--- config.mk ---
export PLATFORM = sky130hd
export DESIGN_NAME = card_strobe_seq
export DESIGN_NICKNAME = d
export VERILOG_FILES = /design/src/rtl/cstrb_pkg.sv /design/src/rtl/cstrb_timing_calc.sv /design/src/rtl/cstrb_phase_seq.sv /design/src/rtl/card_strobe_seq.sv
export SDC_FILE = /design/constraint.sdc
export NUM_CORES = 1
export LEC_CHECK = 0
export BUFFER_PORTS_ARGS = -buffer_cell sky130_fd_sc_hd__buf_4
export CAP_MARGIN = 40
export CORE_UTILIZATION = 65
export DETAILED_ROUTE_END_ITERATION = 10
export GPL_ROUTABILITY_DRIVEN = 0
export PLACE_DENSITY = 0.83
export SLEW_MARGIN = 5
export SYNTH_ARGS = -nofsm -noshare
export SYNTH_HDL_FRONTEND = slang
export SYNTH_SLANG_ARGS = --single-unit
--- constraint.sdc ---
create_clock -name clk -period 25.5 [get_ports clk]
set_input_delay 2.55 -clock clk [delete_from_list [all_inputs] [get_ports clk]]
set_output_delay 2.55 -clock clk [all_outputs]
set_load 0.1 [all_outputs]
--- src/rtl/cstrb_pkg.sv ---
package cstrb_pkg;
  typedef enum logic [1:0] {
    PH_IDLE  = 2'd0,
    PH_SETUP = 2'd1,
    PH_STRB  = 2'd2,
    PH_HOLD  = 2'd3
  } phase_e;
endpackage

--- src/rtl/cstrb_timing_calc.sv ---
module cstrb_timing_calc #(
  parameter int REQ_W      = 8,
  parameter int PW         = 6,
  parameter int MARGIN_PCT = 180,
  parameter int LIMIT      = 60,
  parameter int IO_DFLT    = 13,
  parameter int MEM_DFLT   = 5
) (
  input  logic [REQ_W-1:0] req_cyc,
  input  logic             is_io,
  output logic [PW-1:0]    setup_cyc,
  output logic [PW-1:0]    strobe_cyc,
  output logic [PW-1:0]    hold_cyc
);
  logic [31:0] base, scaled, total, h_part, s_part;

  always_comb begin
    // zero request falls back to a per-kind default before scaling
    if (req_cyc == '0) base = is_io ? 32'(IO_DFLT) : 32'(MEM_DFLT);
    else               base = 32'(req_cyc);
    scaled = (base * 32'(MARGIN_PCT)) / 32'd100;
    // stay strictly below the bus-monitor timeout
    total  = (scaled >= 32'(LIMIT)) ? 32'(LIMIT - 1) : scaled;
    h_part = total / 32'd7;
    s_part = (total * 32'd5) / 32'd7;
    hold_cyc   = PW'(h_part);
    strobe_cyc = PW'(s_part);
    setup_cyc  = PW'(total - h_part - s_part);
  end
endmodule

--- src/rtl/cstrb_phase_seq.sv ---
module cstrb_phase_seq
  import cstrb_pkg::*;
#(
  parameter int PW = 6
) (
  input  logic          clk,
  input  logic          rst_n,
  input  logic          start,
  input  logic [PW-1:0] setup_cyc,
  input  logic [PW-1:0] strobe_cyc,
  input  logic [PW-1:0] hold_cyc,
  output logic          strobe,
  output logic          busy,
  output logic          done
);
  phase_e        phase_q, phase_d;
  logic [PW-1:0] cnt_q, cnt_d;
  logic [PW-1:0] strb_len_q, hold_len_q;
  logic          done_q, done_d;
  logic          lat_en;

  always_comb begin
    phase_d = phase_q;
    cnt_d   = cnt_q;
    done_d  = 1'b0;
    lat_en  = 1'b0;
    case (phase_q)
      PH_IDLE: begin
        if (start) begin
          lat_en = 1'b1;
          if (setup_cyc != '0) begin
            phase_d = PH_SETUP; cnt_d = setup_cyc;
          end else if (strobe_cyc != '0) begin
            phase_d = PH_STRB;  cnt_d = strobe_cyc;
          end else if (hold_cyc != '0) begin
            phase_d = PH_HOLD;  cnt_d = hold_cyc;
          end else begin
            done_d = 1'b1;
          end
        end
      end
      PH_SETUP: begin
        if (cnt_q == PW'(1)) begin
          if (strb_len_q != '0) begin
            phase_d = PH_STRB; cnt_d = strb_len_q;
          end else if (hold_len_q != '0) begin
            phase_d = PH_HOLD; cnt_d = hold_len_q;
          end else begin
            phase_d = PH_IDLE; done_d = 1'b1;
          end
        end else begin
          cnt_d = cnt_q - PW'(1);
        end
      end
      PH_STRB: begin
        if (cnt_q == PW'(1)) begin
          if (hold_len_q != '0) begin
            phase_d = PH_HOLD; cnt_d = hold_len_q;
          end else begin
            phase_d = PH_IDLE; done_d = 1'b1;
          end
        end else begin
          cnt_d = cnt_q - PW'(1);
        end
      end
      PH_HOLD: begin
        if (cnt_q == PW'(1)) begin
          phase_d = PH_IDLE; done_d = 1'b1;
        end else begin
          cnt_d = cnt_q - PW'(1);
        end
      end
      default: phase_d = PH_IDLE;
    endcase
  end

  always_ff @(posedge clk or negedge rst_n) begin
    if (!rst_n) begin
      phase_q <= PH_IDLE;
      cnt_q   <= '0;
      done_q  <= 1'b0;
    end else begin
      phase_q <= phase_d;
      cnt_q   <= cnt_d;
      done_q  <= done_d;
    end
  end

  always_ff @(posedge clk or negedge rst_n) begin
    if (!rst_n) begin
      strb_len_q <= '0;
      hold_len_q <= '0;
    end else if (lat_en) begin
      strb_len_q <= strobe_cyc;
      hold_len_q <= hold_cyc;
    end
  end

  assign busy   = (phase_q != PH_IDLE);
  assign strobe = (phase_q == PH_STRB);
  assign done   = done_q;
endmodule

--- src/rtl/card_strobe_seq.sv ---
module card_strobe_seq #(
  parameter int REQ_W      = 8,
  parameter int MARGIN_PCT = 180,
  parameter int LIMIT      = 60,
  parameter int IO_DFLT    = 13,
  parameter int MEM_DFLT   = 5,
  parameter int PW         = $clog2(LIMIT)
) (
  input  logic             clk,
  input  logic             rst_n,
  input  logic             start,
  input  logic             is_io,
  input  logic [REQ_W-1:0] req_cyc,
  output logic             strobe,
  output logic             busy,
  output logic             done,
  output logic [PW-1:0]    setup_cyc,
  output logic [PW-1:0]    strobe_cyc,
  output logic [PW-1:0]    hold_cyc
);
  cstrb_timing_calc #(
    .REQ_W(REQ_W), .PW(PW), .MARGIN_PCT(MARGIN_PCT), .LIMIT(LIMIT),
    .IO_DFLT(IO_DFLT), .MEM_DFLT(MEM_DFLT)
  ) u_calc (
    .req_cyc   (req_cyc),
    .is_io     (is_io),
    .setup_cyc (setup_cyc),
    .strobe_cyc(strobe_cyc),
    .hold_cyc  (hold_cyc)
  );

  cstrb_phase_seq #(.PW(PW)) u_seq (
    .clk       (clk),
    .rst_n     (rst_n),
    .start     (start),
    .setup_cyc (setup_cyc),
    .strobe_cyc(strobe_cyc),
    .hold_cyc  (hold_cyc),
    .strobe    (strobe),
    .busy      (busy),
    .done      (done)
  );
endmodule

==> impl.org <==
** Status
- The flow ran to the end, and the final reports show no timing, DRC or antenna violations.

** Timing
- For the pin with the worst max-slew slack, the measured transition is 0.8980 ns.
- Setup tns final :: 0 ns
- Setup violations remaining at the end of the flow were counted as 0.
- Post-route fraction of the period consumed by the critical path :: a little over nine tenths
- Final Hold Viols :: 0
- Final setup skew :: ~0.013 ns
- Relative slew margins :: 39.93%
- Achievable clock frequency :: 40.77 MHz
- Shortest period the worst path allows :: 24.53 ns
- Final Max Slew Viols :: 0
- Hold slack final :: 0.5186 ns

** Yosys
- Primary FF master, synth :: sky130_fd_sc_hd__dfrtp_1
- After synthesis, the mean cell area works out to roughly 7.6 um^2.
- In the synthesized netlist the async set-or-reset flop fraction comes to 100.0%.
- Yosys cell types :: 112
- The synthesized design contains 0 enable-type register cells.
- Share of the yosys chip area belonging to registers :: around 7.6%
- Synthesis handed over a netlist of 921 instances.
- Synthesis inferred 21 register bits.
- Cell Area, Synth :: 6954 um^2
- Warnings from Yosys :: 0

** Layout
- ANT cells :: 0
- Leaving out fill and tap cells, the most frequent cells in the layout are 79 x sky130_fd_sc_hd__nand2_1, 72 x sky130_fd_sc_hd__nor2_1, 63 x sky130_fd_sc_hd__inv_1, 61 x sky130_fd_sc_hd__a21oi_1, 56 x sky130_fd_sc_hd__ha_1.
- Finished Cell Area :: 7320 um^2
- Fillers :: 899
- Fraction of layout instances using a drive strength above 1 :: 11.48%
- Most common cell after layout, fill and taps aside :: sky130_fd_sc_hd__nand2_1
- Final standard cell utilization of the core :: a little over two thirds
- Area growth from synthesis to layout :: 5.254%
- NumNets Final :: 1014

** Critical path
- Endpoint kind of the worst setup timing path :: output pin
- Required @ worst endpoint :: between 20 and 25 ns
- The largest single stage delay on the critical path is 0.54 ns.
- Critical path launch point type :: input pin
- Signal arrival time at the worst endpoint :: 21.98 ns
- Crit Path Category :: input pin to output pin
- Max stage delay cell, worst path :: sky130_fd_sc_hd__or3b_2
- Counting both buffers and inverters, the worst setup path holds a total of 7.
- The cell family contributing the most delay on the critical path is compound AO/OA/AOI/OAI gates.
- Of all nets on the critical path, the largest fanout is 17.
- The most numerous cell type found on the critical path is sky130_fd_sc_hd__ha_1.

** Floorplanning
- Initial Utilization :: 67.06%
- During I/O placement, the number of pins put on the boundary was 33.
- Measured along the x axis, the die boundary spans 105.4 um.
- The core region is approximately 10000 um^2.
- Std cell rows :: 37
- The floorplan step set the die height to 105.4 um.
- Total Die Area :: 11120 um^2

** Placement
- Once placement finished, the instance area stood at roughly 7200 um^2.
- Number of buffers added on ports :: 30
- Placed wire-length estimate after detailed placement :: 14.96 mm

** Detailed routing
- The detail route stage leaves a number of antenna-violating nets equal to 0.
- For this run, design rule violations remaining after detail routing come to 0.
- Avg Vias per Cell :: between 6 and 7
- Total via count after detailed routing :: 7346
- Detailed Routing Iterations Pass 1 :: 5
- Wires add up to 18.80 mm.
- After detailed routing, the average wire length per cell comes to 17.60 um.
- The first routing iteration left 662 violations.

** Global route
- Global-route wire length before repair :: 31.75 mm
- Total routing resource utilization after global routing :: 33.58%
- Pin count of the biggest net entering global routing :: 23
- Total gr overflow :: 0
- The via count of the first global-routing pass is 6740.
- The number of antenna violations at the first check in global routing was 0.

** Clocking
- Clock latency on the worst-skew pair, taken at its later pin, is 0.27 ns.
- Inserted Clock Buffers :: 3
- Worst-case clock buffer depth :: 2
- The cell sitting at the root of the clock tree is a sky130_fd_sc_hd__clkbuf_8.
- Hold repair after CTS inserted 0 buffers.
- Clock-pin slew was measured on the worst setup and hold paths at 0.07 ns.
- TritonCTS built the clock tree.
- Number of clock sinks :: 21
- # H-tree levels :: 1

** Flow run
- Maxcap violations :: 0

** Min path
- Class of the worst hold path :: flip-flop to flip-flop
per-stage QoR:
stage                     setup slack (ns)  cells
after floorplan                     0.1016    931
after global placement               1.886   1062
after detailed placement            0.9836   1062
after CTS                           0.9533   1066
after global routing              -0.03591   1068
final                               0.9740   1068
flip-flops by register name (all words and copies together) (netlist names):
register          count
u_seq.cnt_q           6
u_seq.hold_len_q      6
u_seq.strb_len_q      6
u_seq.phase_q         2
u_seq.done            1
timing repair:
item / 4_1_cts / 5_1_grt
gates resized for setup: 0 / 6
buffers inserted: 0 / 2
endpoints found under the setup margin: 0 / 3
cell type report:
class	instances	area, um^2	share of cell area (%)
repair buffers	34	255.2	3.487
flip-flops and latches	21	525.5	7.179
clock buffers	4	45.04	0.6154
multi-input cells	808	6080	83.06
inverters	65	244.0	3.333
well taps	136	170.2	2.325
layer usage:
metal	vias up	GRT usage, %	part of all wire [%]
li1	3497	-	-
met1	3442	47.15	44
met2	354	55.40	47
met3	53	2.474	6.5
met4	0	8.853	2.3
met5	-	0	0
worst reg2reg max path, stage by stage, from the launching register on:
cell,delay [ns]
sky130_fd_sc_hd__dfrtp_1,0.39
sky130_fd_sc_hd__or4_1,0.58
sky130_fd_sc_hd__nor3_1,0.58
sky130_fd_sc_hd__a21oi_1,0.15
sky130_fd_sc_hd__nor2_1,0.11
sky130_fd_sc_hd__a21oi_1,0.05
sky130_fd_sc_hd__o21ai_0,0.21
sky130_fd_sc_hd__nand2_1,0.09
sky130_fd_sc_hd__o31ai_1,0.34
sky130_fd_sc_hd__mux2_4,0.21
cell usage after synthesis, types with 9 or more instances:
cell	instances	area, um^2
sky130_fd_sc_hd__fa_1	13	260.3
sky130_fd_sc_hd__o21ai_0	46	230.2
sky130_fd_sc_hd__inv_1	63	236.5
sky130_fd_sc_hd__a31oi_1	10	62.56
sky130_fd_sc_hd__and2_1	12	75.07
sky130_fd_sc_hd__nand2b_1	9	56.30
sky130_fd_sc_hd__clkbuf_1	24	90.09
sky130_fd_sc_hd__nor2_1	72	270.3
sky130_fd_sc_hd__o211ai_1	18	135.1
sky130_fd_sc_hd__mux2i_1	18	180.2
sky130_fd_sc_hd__xor2_1	20	175.2
sky130_fd_sc_hd__nor3_1	37	185.2
sky130_fd_sc_hd__a21o_1	19	142.6
sky130_fd_sc_hd__o21bai_1	10	75.07
sky130_fd_sc_hd__mux2_2	10	112.6
sky130_fd_sc_hd__xnor2_1	42	367.9
sky130_fd_sc_hd__a211oi_1	10	75.07
sky130_fd_sc_hd__dfrtp_1	21	525.5
sky130_fd_sc_hd__ha_1	56	700.7
sky130_fd_sc_hd__a21oi_1	61	305.3
sky130_fd_sc_hd__nand2_1	79	296.5
sky130_fd_sc_hd__nand3_1	22	110.1
sky130_fd_sc_hd__nor4_1	9	56.30
sky130_fd_sc_hd__or3_1	14	87.58
cells by family (layout without fill, tap and decap cells):
family / count (synthesis) / after routing / share of synthesized area [%]
AND/OR/NAND/NOR: 305 / 305 / 21.88
other: 2 / 12 / 0.1080
AO/OA/AOI/OAI: 323 / 323 / 36.88
multiplexers: 33 / 33 / 5.182
XOR/XNOR: 63 / 63 / 8.043
buffers and inverters: 102 / 103 / 6.099
adder cells (fa/ha/maj): 72 / 72 / 14.25
flip-flops: 21 / 21 / 7.557
final timing paths:
check | start | end | slack (ns) | cells after the start
max | req_cyc[1] | setup_cyc[3] | 0.97 | 65
min | u_seq.hold_len_q[0]$_DFFE_PN0P_ | u_seq.hold_len_q[0]$_DFFE_PN0P_ | 0.52 | 2
max reg2reg | u_seq.hold_len_q[1]$_DFFE_PN0P_ | u_seq.cnt_q[3]$_DFFE_PN0P_ | 22.73 | 9
min reg2reg | u_seq.hold_len_q[0]$_DFFE_PN0P_ | u_seq.hold_len_q[0]$_DFFE_PN0P_ | 0.52 | 2
max in group asynchronous | rst_n | u_seq.cnt_q[1]$_DFFE_PN0P_ | 23.12 | 1
min in group asynchronous | rst_n | u_seq.cnt_q[0]$_DFFE_PN0P_ | 2.15 | 1
Power is left out: the tool's default activity adds up to more than one toggle a clock period on the data nets, which glitch-free logic cannot reach.
